--- src/rtl/wpt_pkg.sv ---
// Package: shared command codes and bank state encoding for the write/precharge
// timing tracker. Assumes the command decoder upstream uses the same codes.
package wpt_pkg;

    localparam logic [2:0] CMD_NOP   = 3'd0;
    localparam logic [2:0] CMD_ACT   = 3'd1;
    localparam logic [2:0] CMD_READ  = 3'd2;
    localparam logic [2:0] CMD_WRITE = 3'd3;
    localparam logic [2:0] CMD_PRE   = 3'd4;
    localparam logic [2:0] CMD_BST   = 3'd5;

    typedef enum logic [2:0] {
        BK_IDLE        = 3'd0,
        BK_ACTIVE      = 3'd1,
        BK_WRITING     = 3'd2,
        BK_WR_RECOVERY = 3'd3,
        BK_PRECHARGING = 3'd4
    } bank_state_e;

endpackage

--- src/rtl/wpt_bank_fsm.sv ---
// Module: one bank's timing state machine.
// Tracks idle / active / writing / write recovery / precharging with its own
// down-counters. Judges the command aimed at this bank (sel_i) and applies it
// only when legal. Assumes every timing parameter is at least 1 cycle and that
// all counts fit in CNT_W bits.
module wpt_bank_fsm
    import wpt_pkg::*;
#(
    parameter int TRCD      = 3,
    parameter int TRAS      = 7,
    parameter int TWR       = 2,
    parameter int TRP       = 3,
    parameter int BURST_LEN = 4,
    parameter int CNT_W     = 3
) (
    input  logic       clk,
    input  logic       rst_n,
    input  logic       sel_i,
    input  logic [2:0] cmd_i,
    input  logic       ap_i,
    output logic       legal_o,
    output logic       act_ok_o,
    output logic       pch_start_o
);

    localparam logic [CNT_W-1:0] RCD_LD = CNT_W'(TRCD - 1);
    localparam logic [CNT_W-1:0] RAS_LD = CNT_W'(TRAS - 1);
    localparam logic [CNT_W-1:0] WR_LD  = CNT_W'(TWR - 1);
    localparam logic [CNT_W-1:0] RP_LD  = CNT_W'(TRP - 1);
    localparam logic [CNT_W-1:0] BL_LD  = CNT_W'(BURST_LEN - 1);
    localparam logic [CNT_W-1:0] CUT_LD = (TWR >= 2) ? CNT_W'(TWR - 2) : '0;
    localparam logic [CNT_W-1:0] ONE    = CNT_W'(1);

    bank_state_e      state_q, state_d;
    logic [CNT_W-1:0] cnt_q, cnt_d;
    logic [CNT_W-1:0] rcd_q, rcd_d;
    logic [CNT_W-1:0] ras_q, ras_d;
    logic             ap_q, ap_d;

    logic c_act, c_rd, c_wr, c_pre, c_bst;
    logic cnt_zero, rcd_done, ras_done;
    logic cmd_legal, accept, auto_start, expl_start;

    // Purpose: split the command code into one-hot strobes and counter flags.
    always_comb begin
        c_act    = (cmd_i == CMD_ACT);
        c_rd     = (cmd_i == CMD_READ);
        c_wr     = (cmd_i == CMD_WRITE);
        c_pre    = (cmd_i == CMD_PRE);
        c_bst    = (cmd_i == CMD_BST);
        cnt_zero = (cnt_q == '0);
        rcd_done = (rcd_q == '0);
        ras_done = (ras_q == '0);
    end

    // Purpose: decide whether the command would be legal in the current state.
    always_comb begin
        unique case (state_q)
            BK_IDLE:        cmd_legal = c_act | c_pre;
            BK_ACTIVE:      cmd_legal = ((c_wr | c_rd) & rcd_done)
                                      | (c_pre & ras_done) | c_bst;
            BK_WRITING:     cmd_legal = !ap_q & (c_wr | c_rd | c_bst);
            BK_WR_RECOVERY: cmd_legal = !ap_q & (c_wr | c_rd | c_bst
                                      | (c_pre & cnt_zero & ras_done));
            BK_PRECHARGING: cmd_legal = (c_act & cnt_zero) | (c_pre & !ap_q);
            default:        cmd_legal = 1'b0;
        endcase
    end

    // Purpose: derive acceptance, precharge start and activate readiness.
    always_comb begin
        accept      = sel_i & cmd_legal;
        auto_start  = (state_q == BK_WR_RECOVERY) & ap_q & cnt_zero & ras_done;
        expl_start  = accept & c_pre
                    & ((state_q == BK_ACTIVE) | (state_q == BK_WR_RECOVERY));
        pch_start_o = auto_start | expl_start;
        legal_o     = cmd_legal;
        act_ok_o    = (state_q == BK_IDLE)
                    | ((state_q == BK_PRECHARGING) & cnt_zero);
    end

    // Purpose: next-state logic - timed progression, then accepted command.
    always_comb begin
        state_d = state_q;
        cnt_d   = cnt_q;
        ap_d    = ap_q;
        rcd_d   = rcd_done ? '0 : rcd_q - ONE;
        ras_d   = ras_done ? '0 : ras_q - ONE;

        unique case (state_q)
            BK_WRITING: begin
                if (cnt_q == ONE) begin
                    state_d = BK_WR_RECOVERY;
                    cnt_d   = WR_LD;
                end else begin
                    cnt_d = cnt_q - ONE;
                end
            end
            BK_WR_RECOVERY: begin
                if (!cnt_zero) begin
                    cnt_d = cnt_q - ONE;
                end else if (ap_q) begin
                    if (ras_done) begin
                        state_d = BK_PRECHARGING;
                        cnt_d   = RP_LD;
                    end
                end else begin
                    state_d = BK_ACTIVE;
                end
            end
            BK_PRECHARGING: begin
                if (!cnt_zero) begin
                    cnt_d = cnt_q - ONE;
                end else begin
                    state_d = BK_IDLE;
                    ap_d    = 1'b0;
                end
            end
            default: ;
        endcase

        if (accept) begin
            if (c_act) begin
                state_d = BK_ACTIVE;
                cnt_d   = '0;
                rcd_d   = RCD_LD;
                ras_d   = RAS_LD;
                ap_d    = 1'b0;
            end else if (c_wr) begin
                ap_d = ap_i;
                if (BURST_LEN == 1) begin
                    state_d = BK_WR_RECOVERY;
                    cnt_d   = WR_LD;
                end else begin
                    state_d = BK_WRITING;
                    cnt_d   = BL_LD;
                end
            end else if ((c_rd | c_bst) && state_q == BK_WRITING) begin
                state_d = BK_WR_RECOVERY;
                cnt_d   = CUT_LD;
            end else if (expl_start) begin
                state_d = BK_PRECHARGING;
                cnt_d   = RP_LD;
                ap_d    = 1'b0;
            end
        end
    end

    // Purpose: state and counter registers with synchronous reset.
    always_ff @(posedge clk) begin
        if (!rst_n) begin
            state_q <= BK_IDLE;
            cnt_q   <= '0;
            rcd_q   <= '0;
            ras_q   <= '0;
            ap_q    <= 1'b0;
        end else begin
            state_q <= state_d;
            cnt_q   <= cnt_d;
            rcd_q   <= rcd_d;
            ras_q   <= ras_d;
            ap_q    <= ap_d;
        end
    end

endmodule

--- src/rtl/wpt_viol_flag.sv ---
// Module: registers the violation pulse and the offending bank number.
// Assumes at most one command per cycle, so one bank number suffices.
module wpt_viol_flag #(
    parameter int BANK_W = 2
) (
    input  logic              clk,
    input  logic              rst_n,
    input  logic              illegal_i,
    input  logic [BANK_W-1:0] bank_i,
    output logic              viol_o,
    output logic [BANK_W-1:0] viol_bank_o
);

    // Purpose: one-cycle flag with the bank, zero bank when quiet.
    always_ff @(posedge clk) begin
        if (!rst_n) begin
            viol_o      <= 1'b0;
            viol_bank_o <= '0;
        end else begin
            viol_o      <= illegal_i;
            viol_bank_o <= illegal_i ? bank_i : '0;
        end
    end

endmodule

--- src/rtl/sdram_wr_pch_tracker.sv ---
// Module: top of the write/precharge timing tracker.
// Routes each decoded command to its bank's state machine, collects the
// legality verdict and activate readiness, and registers violations.
// Assumes a single command per cycle and timings given in clock cycles (>= 1).
module sdram_wr_pch_tracker
    import wpt_pkg::*;
#(
    parameter int NUM_BANKS = 4,
    parameter int TRCD      = 3,
    parameter int TRAS      = 7,
    parameter int TWR       = 2,
    parameter int TRP       = 3,
    parameter int BURST_LEN = 4,
    localparam int BANK_W   = (NUM_BANKS > 1) ? $clog2(NUM_BANKS) : 1
) (
    input  logic                 clk,
    input  logic                 rst_n,
    input  logic [2:0]           cmd_i,
    input  logic [BANK_W-1:0]    bank_i,
    input  logic                 ap_i,
    output logic                 viol_o,
    output logic [BANK_W-1:0]    viol_bank_o,
    output logic [NUM_BANKS-1:0] act_ready_o,
    output logic [NUM_BANKS-1:0] pch_start_o
);

    localparam int MAX_A = (TRCD > TRAS) ? TRCD : TRAS;
    localparam int MAX_B = (TWR > TRP) ? TWR : TRP;
    localparam int MAX_C = (MAX_A > MAX_B) ? MAX_A : MAX_B;
    localparam int MAX_T = (MAX_C > BURST_LEN) ? MAX_C : BURST_LEN;
    localparam int CNT_W = $clog2(MAX_T + 1);

    logic                 cmd_real;
    logic                 illegal;
    logic [NUM_BANKS-1:0] sel_vec;
    logic [NUM_BANKS-1:0] legal_vec;

    // Purpose: a real command is one of the five defined codes.
    always_comb begin
        cmd_real = (cmd_i >= CMD_ACT) && (cmd_i <= CMD_BST);
    end

    for (genvar b = 0; b < NUM_BANKS; b++) begin : g_bank
        // Purpose: address decode for this bank.
        always_comb begin
            sel_vec[b] = cmd_real && (bank_i == BANK_W'(b));
        end

        wpt_bank_fsm #(
            .TRCD      (TRCD),
            .TRAS      (TRAS),
            .TWR       (TWR),
            .TRP       (TRP),
            .BURST_LEN (BURST_LEN),
            .CNT_W     (CNT_W)
        ) u_bank (
            .clk         (clk),
            .rst_n       (rst_n),
            .sel_i       (sel_vec[b]),
            .cmd_i       (cmd_i),
            .ap_i        (ap_i),
            .legal_o     (legal_vec[b]),
            .act_ok_o    (act_ready_o[b]),
            .pch_start_o (pch_start_o[b])
        );
    end

    // Purpose: a selected bank that refuses the command marks it illegal.
    always_comb begin
        illegal = |(sel_vec & ~legal_vec);
    end

    wpt_viol_flag #(
        .BANK_W (BANK_W)
    ) u_flag (
        .clk         (clk),
        .rst_n       (rst_n),
        .illegal_i   (illegal),
        .bank_i      (bank_i),
        .viol_o      (viol_o),
        .viol_bank_o (viol_bank_o)
    );

endmodule

--- config.mk ---
export PLATFORM = sky130hd
export DESIGN_NAME = sdram_wr_pch_tracker
export DESIGN_NICKNAME = d
export VERILOG_FILES = /design/src/rtl/wpt_pkg.sv /design/src/rtl/wpt_bank_fsm.sv /design/src/rtl/wpt_viol_flag.sv /design/src/rtl/sdram_wr_pch_tracker.sv
export SDC_FILE = /design/constraint.sdc
export NUM_CORES = 1
export LEC_CHECK = 0
export BUFFER_PORTS_ARGS = -buffer_cell sky130_fd_sc_hd__buf_2
export CORE_ASPECT_RATIO = 0.8
export CORE_MARGIN = 2
export CORE_UTILIZATION = 60
export CTS_BUF_LIST = sky130_fd_sc_hd__clkbuf_8
export DETAILED_ROUTE_END_ITERATION = 7
export PLACE_DENSITY = 0.78
export SYNTH_ARGS = -nofsm -noshare
export SYNTH_HDL_FRONTEND = slang
export SYNTH_HIERARCHICAL = 1
export SYNTH_SLANG_ARGS = --single-unit
--- constraint.sdc ---
create_clock -name clk -period 2.9 [get_ports clk]
set_input_delay 0.29 -clock clk [delete_from_list [all_inputs] [get_ports clk]]
set_output_delay 0.29 -clock clk [all_outputs]
set_load 0.02 [all_outputs]
======== Word level (Yosys, flattened, before mapping) ========
Cells that the tools add are included.
word-level totals
  memory bits (read-only) ................. 0
  logic and storage cells ................. 334
  bits in latches ......................... 0
  memories ................................ 0
  input bits .............................. 8
  register bits ........................... 55
  output and inout bits ................... 11
  bits in writable memories ............... 0
cells by class
  shift-type cells ........................ 0
  reductions and logical operators ........ 32
  equal/unequal tests ..................... 28
  bitwise gates (word level) .............. 94
  order comparisons ....................... 2
  mux-type cells .......................... 144
  div/mod/pow operators ................... 0
  $mul .................................... 0
  add/subtract/negate cells ............... 12
operator list
  operator             count
  $mux 3               104
  $pmux 3 s3           8
  $and 1x1->1          60
  $logic_not 3->1      16
  $sub 3x1->3 const B  12
  $or 1x1->1           32
  $eq 3x2->1 const B   10
  $mux 1               28
  $eq 3x1->1 const B   9
  $pmux 1 s5           4
  $eq 3x3->1 const B   6
  $logic_and 1x1->1    9
  $and 4x4->4          1
  $eq 2x2->1 const B   2
  $logic_not 1->1      4
  $not 4->4            1
  $reduce_or 4->1      1
  $ge 3x1->1 const B   1
  $le 3x3->1 const B   1
  $eq 2x1->1 const B   1
  $logic_not 2->1      1
  $reduce_and 2->1     1

======== Longest topological paths before layout ========
Gate-level depths: netlist of the first run.
  depth in word-level cells ............... 14
  gate-level depth with buffers ........... 9

======== Cells and area by module ========
The synthesis of the first run kept the hierarchy.
modules (own cells, without submodules)
  module                               times used  cells an instance  area each (µm²)  sequential area each (µm²)
  wpt_bank_fsm (g_bank[1].u_bank ...)  2           141                1,113.6          260.2
  wpt_bank_fsm (g_bank[3].u_bank)      1           140                1,201.2          260.2
  wpt_bank_fsm (g_bank[0].u_bank)      1           140                1,154.9          260.2
  sdram_wr_pch_tracker                 1           8                  82.6             0.0
  wpt_viol_flag                        1           6                  78.8             60.1

======== Worst setup path before layout of the first run ========
Ideal clock, no wire load.
  path type ............................... reg-to-reg
  from .................................... register g_bank[3].u_bank.cnt_q[0]
  to ...................................... register u_flag.viol_bank_o[0]
  stages on the path, launching flop included .. 10
  path slack .............................. 0.653 ns
  arrival time ............................ 2.188 ns
  library setup time ...................... 0.060 ns
  path through ............................ dfxtp_1 inv_1 ha_1 and3b_1 o211ai_1 o31a_4 nand2_1 mux4_2 nor3_2 and3_1
on the way
  longest elaborated chain between the ends .. 10
  elaborated cells between the ends (all ways) .. 12
ends and longest elaborated chain
  item                                 RTL line                    text
  start, declared                      wpt_bank_fsm.sv:35          logic [CNT_W-1:0] cnt_q, cnt_d;
  start signal, assigned               wpt_bank_fsm.sv:159         cnt_q <= cnt_d;
  $logic_not 3->1 *                    wpt_bank_fsm.sv:51          cnt_zero = (cnt_q == '0);
  $and 1x1->1 (2 in a row)             wpt_bank_fsm.sv:64          | (c_pre & cnt_zero & ras_done));
  $or 1x1->1                           wpt_bank_fsm.sv:64
  $and 1x1->1                          wpt_bank_fsm.sv:63          BK_WR_RECOVERY: cmd_legal = !ap_q & (c_wr | c_rd | c_bst
  $pmux 1 s5 *                         wpt_bank_fsm.sv:58          unique case (state_q)
  via legal_vec[3]                     sdram_wr_pch_tracker.sv:36  logic [NUM_BANKS-1:0] legal_vec;
  $not 4->4 *                          sdram_wr_pch_tracker.sv:70  illegal = |(sel_vec & ~legal_vec);
  $and 4x4->4 *                        sdram_wr_pch_tracker.sv:70
  $reduce_or 4->1 *                    sdram_wr_pch_tracker.sv:70
  via illegal                          sdram_wr_pch_tracker.sv:34  logic illegal;
  $reduce_and 2->1 (no source line) *  n/a
  end signal, assigned                 wpt_viol_flag.sv:21         viol_bank_o <= illegal_i ? bank_i : '0;
  end, declared                        wpt_viol_flag.sv:11         output logic [BANK_W-1:0] viol_bank_o
The timed path passes the listed nets; every way through them passes the cells marked *.
A chain may end at the register's enable or synchronous reset.

======== Final worst setup path of the first run ========
  from .................................... register g_bank[2].u_bank.rcd_q[1]
  to ...................................... output pch_start_o[2]
on the way
  longest elaborated chain between the ends .. 9
ends and longest elaborated chain
  item                     RTL line                    text
  start, declared          wpt_bank_fsm.sv:36          logic [CNT_W-1:0] rcd_q, rcd_d;
  start signal, assigned   wpt_bank_fsm.sv:160         rcd_q <= rcd_d;
  $logic_not 3->1          wpt_bank_fsm.sv:52          rcd_done = (rcd_q == '0);
  $and 1x1->1              wpt_bank_fsm.sv:60          BK_ACTIVE: cmd_legal = ((c_wr | c_rd) & rcd_done)
  $or 1x1->1 (2 in a row)  wpt_bank_fsm.sv:61          | (c_pre & ras_done) | c_bst;
  $pmux 1 s5               wpt_bank_fsm.sv:58
  $and 1x1->1              wpt_bank_fsm.sv:72          accept = sel_i & cmd_legal;
  $and 1x1->1              wpt_bank_fsm.sv:74          expl_start = accept & c_pre
  $and 1x1->1              wpt_bank_fsm.sv:75          & ((state_q == BK_ACTIVE) | (state_q == BK_WR_RECOVERY));
  $or 1x1->1               wpt_bank_fsm.sv:76          pch_start_o = auto_start | expl_start;
  end, declared            sdram_wr_pch_tracker.sv:24  output logic [NUM_BANKS-1:0] pch_start_o
Every way passes these cells.

==> flow_metrics.env, run 1 <==
export IMPL_clock_path_buffers=2
export IMPL_synth_enable_flop_cells=0
export IMPL_drc=0
export IMPL_cts_root_buffer="clkbuf_8"
export IMPL_vdd_drop_max_mv=0.2440
export IMPL_min_path_type="primary input to flip-flop"
export IMPL_syn_avg_cell_area_um2=8.237
export IMPL_ys_types=81
export IMPL_multiInputGateArea_mm2=0.003358
export IMPL_yosysMostFrequentCell="dfxtp_1"
export IMPL_criticalPathCategory="flip-flop to output port"
export IMPL_place_congestion=0.9755
export IMPL_yosysSeqAreaShare_pct=23.21
export IMPL_io_pins=19
export IMPL_clkTransAtPathRegs_ns=0.10
export IMPL_dpl_hpwl_mm=8.622
export IMPL_grt_pass1_vias=4066
export IMPL_finClkSkew_ns=0.01060
export IMPL_grt_total_usage_pct=27.12
export IMPL_fin_tns_setup_ns=0
export IMPL_cts_max_level=2
export IMPL_relSlewSlack_pct=60.17
export IMPL_ys_async_sr_fraction_pct=0
export IMPL_vias_per_cell=6.582
export IMPL_drt_iter0_markers=324
export IMPL_r2r_setup_slack_ns=0.39
export IMPL_synth_area_leaders="dfxtp_1 23%, ha_1 5.3%, a21oi_1 4.0%, inv_1 3.2%, nand2_1 3.2%"
export IMPL_holdBufCountCts=0
export IMPL_first_pass_iters=5
export IMPL_synth_warnings=6
export IMPL_wl_mm=11.82
export IMPL_arrival_ns=2.45
export IMPL_hold_viol_final=0
export IMPL_tightestPinTransition_ns=0.5966
export IMPL_area_growth_synth_to_final_pct=5.802
export IMPL_clk_latency_ns=0.31
export IMPL_grt_pass1_wl_mm=19.46
export IMPL_overflow=0
export IMPL_power_density_mw_per_mm2=279.6
export IMPL_period_share_pct=94.45
export IMPL_wire_per_inst_um=17.06
export IMPL_start_util_pct=62.99
export IMPL_tritoncts="built"
export IMPL_die_h_um=83.54
export IMPL_antenna_found_initial=0
export IMPL_p_leak_uw=0.001794
export IMPL_end_kind="output port"
export IMPL_setup_viol=0
export IMPL_clock_sinks=55
export IMPL_cp_required_ns=2.61
export IMPL_synth_seq_cells=55
export IMPL_grt_start_max_net_pins=32
export IMPL_yosys_top_cells_count="55 x dfxtp_1, 40 x inv_1, 40 x nand2_1, 38 x a21oi_1, 34 x nor2_1"
export IMPL_start_kind="flip-flop"
export IMPL_ant_nets=0
export IMPL_ys_flop_type="dfxtp_1"
export IMPL_portBuffers=18
export IMPL_slew_viol_final=0
export IMPL_diodes=0
export IMPL_final_nets=617
export IMPL_fp_row_count=28
export IMPL_n_fill_cell=619
export IMPL_die_w_um=103.4
export IMPL_rsz0062_at_grt="false"
export IMPL_synth_area_mm2=0.004745
export IMPL_maxCapViolCount=0
export IMPL_path_max_fanout=9
export IMPL_synth_top_area_cell="dfxtp_1"
export IMPL_dr_total_vias=4561
export IMPL_post_route_min_period_ns=2.739
export IMPL_synth_nets=604
export IMPL_cts_made_buffers=5
export IMPL_core_area_mm2=0.007532
export IMPL_status="complete, no violations"
export IMPL_regArea_mm2=0.001101
export IMPL_synth_top_area_share_pct=23.21
export IMPL_timing_hold_ws_ns=0.3062
export IMPL_drive_gt1_share_pct=15.48
export IMPL_die_area_mm2=0.008639
export IMPL_fmax_mhz=365.1
export IMPL_netlist_instances=576
[cell families (layout without fill, tap and decap cells)]
kind of cell	count (synthesis)	in the layout	synth area share (%)
and+or+nand+nor	196	196	24.31
AOI/OAI and AO/OA	226	226	38.71
xor gates and xnor gates	4	4	0.7383
muxes	7	7	1.741
adders and majority gates	20	20	5.274
buffers and inverters	68	80	6.013
DFF	55	55	23.21
[flip-flops by register name, summed over array words and instances, names as in the netlist]
signal / count
g_bank.u_bank/cnt_q: 12
g_bank.u_bank/ras_q: 12
g_bank.u_bank/rcd_q: 12
g_bank.u_bank/state_q: 12
g_bank.u_bank/ap_q: 4
u_flag/viol_bank_o: 2
u_flag/viol_o: 1
[report_power, final]
group	total, uW	internal [uW]	leakage (uW)	switching (uW)
Clock	414	162	0.0000361	252
Sequential	768	762	0.000444	6.64
Combinational	222	75.8	0.00131	146
Total	1400	999	0.00179	404
[metal layers]
metal | up-vias | routed length [um] | part of all wire [%] | track usage, %
met1 | 2163 | 5683 | 48 | 41.05
met5 | - | 0 | 0 | 0
met2 | 188 | 5282 | 45 | 41.06
met4 | 0 | 83 | 0.70 | 4.067
li1 | 2200 | - | - | -
met3 | 10 | 774 | 6.5 | 4.271
[metrics by stage]
stage	std cells	total power, uW	area [um2]	util, %	setup slack [ns]
after floorplan	576	939.2	4745	-	0.6527
after global placement	687	997.4	4943	65.63	0.4596
after detailed placement	687	1001	4943	65.63	0.3666
after CTS	693	1409	5020	66.64	0.1293
after global routing	693	1463	5020	66.64	0.02867
final	693	1403	5020	66.64	0.1611
[final timing paths]
kind / from / end / cells after the start
worst min-delay path: bank_i[0] / u_flag/viol_bank_o[0]$_SDFF_PN0_ / 2
worst min register to register: g_bank[2].u_bank/rcd_q[0]$_SDFF_PN0_ / g_bank[2].u_bank/rcd_q[0]$_SDFF_PN0_ / 1
worst max-delay path: g_bank[2].u_bank/rcd_q[1]$_SDFF_PN0_ / pch_start_o[2] / 8
worst max register to register: g_bank[3].u_bank/cnt_q[0]$_SDFF_PN0_ / u_flag/viol_bank_o[1]$_SDFF_PN0_ / 9
[critical path, cell delays in order (launching register included)]
cell	delay [ns]
dfxtp_1	0.32
nor2_1	0.14
ha_1	0.22
nand3b_1	0.13
a2111oi_4	0.47
o2111ai_4	0.23
and2_4	0.26
o22ai_1	0.18
buf_2	0.20
[layout by cell type, fill, tap and decap left out, types with 11 or more instances in the layout]
| cell type | instances |
|---|---|
| dfxtp_1 | 55 |
| inv_1 | 40 |
| nand2_1 | 40 |
| a21oi_1 | 38 |
| nor2_1 | 34 |
| o21ai_0 | 26 |
| nand2b_1 | 22 |
| ha_1 | 20 |
| nor2b_1 | 18 |
| buf_2 | 18 |
| buf_4 | 14 |
| o211ai_1 | 11 |
[cell type report]
type | count | share of cell area, %
sequential | 55 | 21.93
multi-input combinational | 453 | 66.90
clock buffer | 5 | 1.371
timing repair buffer | 32 | 3.888
tap | 105 | 2.617
inverter | 42 | 3.141
clock inverter | 1 | 0.1496
[timing repair]
| item | in CTS | in global routing |
|---|---|---|
| buffers inserted | 0 | 0 |
| setup endpoints to repair | 0 | 2 |
| gates resized for setup | 0 | 2 |
(Power assumes the default switching activity.)
==> run 2, diff against run 1 <==
--- a/config.mk
+++ b/config.mk
@@ -5,6 +5,7 @@
 export SDC_FILE = /design/constraint.sdc
 export NUM_CORES = 1
 export LEC_CHECK = 0
+export ABC_AREA = 1
 export BUFFER_PORTS_ARGS = -buffer_cell sky130_fd_sc_hd__buf_2
 export CORE_ASPECT_RATIO = 0.8
 export CORE_MARGIN = 2
==> flow_metrics.env, run 2 <==
export IMPL_status="complete, no violations"
export IMPL_cp_required_ns=2.61
export IMPL_multiInputGateArea_mm2=0.002631
export IMPL_finClkSkew_ns=0.002174
export IMPL_overflow=0
export IMPL_power_density_mw_per_mm2=305.7
export IMPL_io_pins=19
export IMPL_slew_viol_final=0
export IMPL_fin_tns_setup_ns=0
export IMPL_die_h_um=78.78
export IMPL_synth_area_leaders="dfxtp_1 26%, nand2_1 13%, inv_1 8.1%, nor2_1 6.8%, a21oi_1 6.0%"
export IMPL_portBuffers=18
export IMPL_holdBufCountCts=0
export IMPL_dpl_hpwl_mm=7.226
export IMPL_antenna_found_initial=0
export IMPL_rsz0062_at_grt="false"
export IMPL_synth_enable_flop_cells=0
export IMPL_synth_seq_cells=55
export IMPL_min_path_type="primary input to flip-flop"
export IMPL_fp_row_count=27
export IMPL_max_stage_delay_ns=0.38
export IMPL_tightestPinTransition_ns=0.6857
export IMPL_die_area_mm2=0.007679
export IMPL_cts_resized=0
export IMPL_regArea_mm2=0.001101
export IMPL_final_cell_mix="148 x nand2_1, 90 x inv_1, 76 x nor2_1"
export IMPL_grt_pass1_vias=3907
export IMPL_yosysSeqAreaShare_pct=26.25
export IMPL_synth_nets=692
export IMPL_wl_met2_mm=4.291
export IMPL_fmax_mhz=422.9
export IMPL_relSlewSlack_pct=53.94
export IMPL_cts_max_level=2
export IMPL_drt_iter0_markers=208
export IMPL_synth_area_mm2=0.004194
export IMPL_hold_viol_final=0
export IMPL_crit_buf_inv=2
export IMPL_start_kind="flip-flop"
export IMPL_die_w_um=97.48
export IMPL_finalNonFillerCells=773
export IMPL_n_fill_cell=644
export IMPL_syn_avg_cell_area_um2=6.316
export IMPL_critPathSlowestCell="dfxtp_1"
export IMPL_post_route_min_period_ns=2.365
export IMPL_core_area_mm2=0.006824
export IMPL_drive_gt1_share_pct=16.18
export IMPL_netlist_instances=664
export IMPL_vias_per_cell=5.516
export IMPL_maxCapViolCount=0
export IMPL_cp_common_cell="nand2_1"
export IMPL_grt_total_usage_pct=25.17
export IMPL_postCtsSetupRepairBufs=0
export IMPL_setup_viol=0
export IMPL_synth_warnings=6
export IMPL_final_common_cell="nand2_1"
export IMPL_drc=0
export IMPL_end_kind="output port"
export IMPL_clock_sinks=55
export IMPL_diodes=0
export IMPL_arrival_ns=2.07
export IMPL_dr_total_vias=4264
export IMPL_start_util_pct=61.46
export IMPL_ys_types=30
export IMPL_ys_async_sr_fraction_pct=0
export IMPL_synth_top_area_share_pct=26.25
export IMPL_tritoncts="built"
export IMPL_final_nets=713
export IMPL_clkTransAtPathRegs_ns=0.10
export IMPL_p_leak_uw=0.002140
export IMPL_ant_nets=0
export IMPL_ys_flop_type="dfxtp_1"
export IMPL_clock_path_buffers=2
export IMPL_yosysMostFrequentCell="nand2_1"
export IMPL_place_congestion=0.9318
export IMPL_criticalPathCategory="flip-flop to output port"
export IMPL_wl_met1_mm=4.506
export IMPL_cts_root_buffer="clkbuf_8"
export IMPL_cpLargestDelayFamily="simple AND/OR/NAND/NOR gates"
export IMPL_worstPathCellList="inv_1, ha_1, nand2_1, nor2_2, nand2_1, nand2_1, nor2_2, nand3_4, nand3_1, nand2_1, buf_2"
export IMPL_vdd_drop_max_mv=0.2468
export IMPL_area_growth_synth_to_final_pct=6.384
export IMPL_final_core_util_pct=65.38
export IMPL_cts_made_buffers=5
export IMPL_synth_top_area_cell="dfxtp_1"
export IMPL_first_pass_iters=5
export IMPL_wl_met3_um=548
export IMPL_path_max_fanout=8
export IMPL_yosys_top_cells_count="148 x nand2_1, 90 x inv_1, 76 x nor2_1, 55 x dfxtp_1, 50 x a21oi_1"
export IMPL_wire_per_inst_um=12.21
export IMPL_clk_latency_ns=0.31
export IMPL_power_uw=1364
export IMPL_wl_mm=9.435
export IMPL_period_share_pct=81.55
export IMPL_maxUsedRoutingLayer="met4"
export IMPL_grt_start_max_net_pins=23
export IMPL_grt_pass1_wl_mm=16.44
export IMPL_dpl_cell_count=765
[run 2: changes by cell type after synthesis, moves of 19 or more]
| cell | before | now |
|---|---|---|
| inv_1 | 40 | 90 |
| inv_2 | 0 | 24 |
| nand2_1 | 40 | 148 |
| nand2b_1 | 22 | 0 |
| nand3_1 | 6 | 36 |
| nand3_2 | 0 | 19 |
| nor2_1 | 34 | 76 |
| nor3_1 | 10 | 36 |
[run 2: kinds of logic after synthesis]
family                     Yosys count  synth area share, %
and+or+nand+nor                    355                41.44
buffers and inverters              121                11.01
adders and majority gates           20                5.967
DFF                                 55                26.25
AOI/OAI and AO/OA                  113                15.33
[run 2: cell type report]
class	count	area share (%)
multi-input combinational	488	58.97
sequential	55	24.68
inverter	117	10.01
tap	87	2.440
timing repair buffer	18	2.019
clock buffer	5	1.542
clock inverter	3	0.3365
[run 2: worst register-to-register path, cell delays in order (launching register included)]
cell and delay, ns:
dfxtp_1 0.38, inv_1 0.09, ha_1 0.21, nand2_1 0.25, nor2_2 0.10, nand2_1 0.07
nand2_1 0.06, nor2_2 0.12, nand3_4 0.11, inv_1 0.07, nand4_1 0.08, nand2_1 0.07
inv_1 0.04, nand2_1 0.07, nand2_1 0.10, nor2_1 0.11
[run 2: path summary, 6_finish.rpt]
path	startpoint	to	slack, ns	depth (start not counted)
max	g_bank[3].u_bank/cnt_q[0]$_SDFF_PN0_	pch_start_o[3]	0.54	11
min	bank_i[1]	u_flag/viol_bank_o[1]$_SDFF_PN0_	0.25	3
max reg2reg	g_bank[3].u_bank/cnt_q[0]$_SDFF_PN0_	u_flag/viol_bank_o[0]$_SDFF_PN0_	0.92	15
min reg2reg	g_bank[1].u_bank/ras_q[2]$_SDFF_PN0_	g_bank[1].u_bank/ras_q[2]$_SDFF_PN0_	0.50	2
[run 2: power by group]
part | switching (uW) | internal [uW] | leakage, uW | total [uW]
Combinational | 125 | 46.0 | 0.00165 | 171
Clock | 261 | 166 | 0.0000477 | 428
Sequential | 4.01 | 761 | 0.000444 | 765
Total | 390 | 974 | 0.00214 | 1360
[run 2: metrics by stage]
| step | hold WS [ns] | cell area [um2] | worst slack (ns) |
|---|---|---|---|
| floorplan | 0.4022 | 4194 | 1.191 |
| global placement | 0.4743 | 4378 | 0.7531 |
| detailed placement | 0.4887 | 4378 | 0.6601 |
| CTS | 0.2456 | 4462 | 0.5377 |
| global route | 0.2784 | 4462 | 0.3672 |
| finish | 0.2540 | 4462 | 0.5352 |
[run 2: layer usage]
layer	up-vias	global-route usage [%]
li1	2185	-
met1	1942	33.22
met2	128	44.14
met3	9	3.169
met4	0	6.111
met5	-	0
==> run 3, diff against run 2 <==
==> constraint.sdc (replaced) <==
create_clock -name clk -period 2.2 [get_ports clk]
set_input_delay 0.22 -clock clk [delete_from_list [all_inputs] [get_ports clk]]
set_output_delay 0.22 -clock clk [all_outputs]
set_load 0.02 [all_outputs]
==> flow_metrics.env, run 3 (synthesized netlist as in run 2, its figures left out) <==
export IMPL_start_kind="flip-flop"
export IMPL_start_util_pct=61.46
export IMPL_status="complete, no violations"
export IMPL_final_setup_worst_slack_ns=0.06604
export IMPL_tightestPinTransition_ns=0.6227
export IMPL_cts_root_buffer="clkbuf_8"
export IMPL_cp_required_ns=1.98
export IMPL_first_pass_iters=4
export IMPL_final_cell_mix="142 x nand2_1, 87 x inv_1, 73 x nor2_1"
export IMPL_timing_hold_ws_ns=0.1724
export IMPL_vdd_drop_max_mv=0.4658
export IMPL_overflow=0
export IMPL_place_congestion=0.9359
export IMPL_fp_row_count=27
export IMPL_crit_buf_inv=2
export IMPL_cpLargestDelayFamily="simple AND/OR/NAND/NOR gates"
export IMPL_clk_latency_ns=0.31
export IMPL_diodes=0
export IMPL_maxCapViolCount=0
export IMPL_worstPathCellList="inv_2, ha_2, nand2_4, nor2_4, nand2_1, nand2_2, nor2_4, nand3_4, nand3_2, nand2_1, buf_4"
export IMPL_dpl_cell_count=770
export IMPL_end_kind="output port"
export IMPL_area_growth_synth_to_final_pct=11.55
export IMPL_core_area_mm2=0.006824
export IMPL_grt_pass1_wl_mm=16.82
export IMPL_n_fill_cell=627
export IMPL_path_max_fanout=6
export IMPL_setup_viol=0
export IMPL_antenna_found_initial=0
export IMPL_finClkSkew_ns=0.008913
export IMPL_cts_made_buffers=5
export IMPL_period_share_pct=97.00
export IMPL_criticalPathCategory="flip-flop to output port"
export IMPL_clock_sinks=55
export IMPL_wire_per_inst_um=12.81
export IMPL_clock_path_buffers=2
export IMPL_finalNonFillerCells=779
export IMPL_holdBufCountCts=0
export IMPL_grt_start_max_net_pins=23
export IMPL_die_w_um=97.48
export IMPL_post_route_min_period_ns=2.134
export IMPL_cts_max_level=2
export IMPL_final_nets=719
export IMPL_drive_gt1_share_pct=20.09
export IMPL_relSlewSlack_pct=58.16
export IMPL_dr_total_vias=4275
export IMPL_max_stage_delay_ns=0.39
export IMPL_p_leak_uw=0.002193
export IMPL_drt_iter0_markers=221
export IMPL_arrival_ns=1.91
export IMPL_ant_nets=0
export IMPL_portBuffers=18
export IMPL_grt_total_usage_pct=25.90
export IMPL_critPathSlowestCell="dfxtp_1"
export IMPL_wl_mm=9.980
export IMPL_slew_viol_final=0
export IMPL_clkTransAtPathRegs_ns=0.11
export IMPL_final_core_util_pct=68.56
export IMPL_io_pins=19
export IMPL_die_area_mm2=0.007679
export IMPL_fmax_mhz=468.6
export IMPL_tritoncts="built"
export IMPL_hold_viol_final=0
export IMPL_final_common_cell="nand2_1"
export IMPL_min_path_type="primary input to flip-flop"
export IMPL_dpl_hpwl_mm=7.428
export IMPL_grt_pass1_vias=3904
export IMPL_vias_per_cell=5.488
export IMPL_drc=0
export IMPL_pre_cts_ws_ns=0.2882
export IMPL_power_density_mw_per_mm2=441.4
export IMPL_die_h_um=78.78
==> run 3: cell count changes in the layout (fill, tap and decap cells not counted), moves of 3 or more <==
cell	change
buf_2	-4
buf_4	+10
clkinv_2	-3
ha_1	-4
ha_2	+4
inv_1	-3
inv_2	+3
nand2_1	-6
nand2_4	+4
nand3_1	-4
nor2_1	-3
nor2_4	+3
==> run 3: worst register-to-register path, stage by stage (launching register included) <==
cell     delay (ns)
dfxtp_1        0.39
inv_2          0.06
ha_2           0.19
nand2_4        0.11
nor2_4         0.06
nand2_1        0.09
nand2_2        0.08
nor2_4         0.12
nand3_4        0.12
inv_1          0.08
nand4_1        0.09
nand2_1        0.08
inv_1          0.04
nand2_1        0.06
nand2_1        0.08
nor2_1         0.09
==> run 3: routing by layer <==
| metal | vias to the layer above | global-route usage (%) | wire length (um) |
|---|---|---|---|
| li1 | 2192 | - | - |
| met1 | 1935 | 34.18 | 4599 |
| met2 | 122 | 43.45 | 4552 |
| met3 | 26 | 4.225 | 597 |
| met4 | 0 | 8.750 | 230 |
| met5 | - | 0 | 0 |
==> run 3: final cells by class <==
class / count / area, um2 / share of cell area, %
repair buffers: 24 / 145.1 / 3.102
clock inverters: 3 / 67.56 / 1.444
flip-flops and latches: 55 / 1102 / 23.56
well taps: 87 / 108.9 / 2.327
inverters: 117 / 446.7 / 9.548
clock buffers: 5 / 68.82 / 1.471
multi-input cells: 488 / 2739 / 58.55
==> run 3: timing repair <==
action,4_1_cts,5_1_grt
cloned,0,0
gates resized for setup,5,31
setup buffers,0,1
pin swaps,0,2
endpoints found under the setup margin,4,4
==> run 3: power breakdown <==
group          leakage [uW]  total, uW  switching [uW]  internal, uW
registers          0.000444       1010            5.61          1000
logic               0.00168        242             172          70.0
clock network     0.0000644        814             359           454
total               0.00219       2060             537          1530
==> run 3: per-stage QoR <==
stage          power (uW)  cell area (um2)  TNS [ns]
2_1_floorplan        1190             4194         0
3_5_place_dp         1259             4415         0
5_1_grt              2133             4678  -0.03198
3_3_place_gp         1253             4415         0
4_1_cts              2065             4567         0
6_report             2065             4678         0
==> run 3: worst paths after layout <==
path / start / end / slack, ns / cells after the start
max: g_bank[1].u_bank/cnt_q[0]$_SDFF_PN0_ / pch_start_o[1] / 0.07 / 11
min: bank_i[0] / u_flag/viol_bank_o[0]$_SDFF_PN0_ / 0.17 / 3
max reg2reg: g_bank[1].u_bank/cnt_q[0]$_SDFF_PN0_ / u_flag/viol_bank_o[1]$_SDFF_PN0_ / 0.39 / 15
min reg2reg: g_bank[1].u_bank/ras_q[2]$_SDFF_PN0_ / g_bank[1].u_bank/ras_q[1]$_SDFF_PN0_ / 0.49 / 2
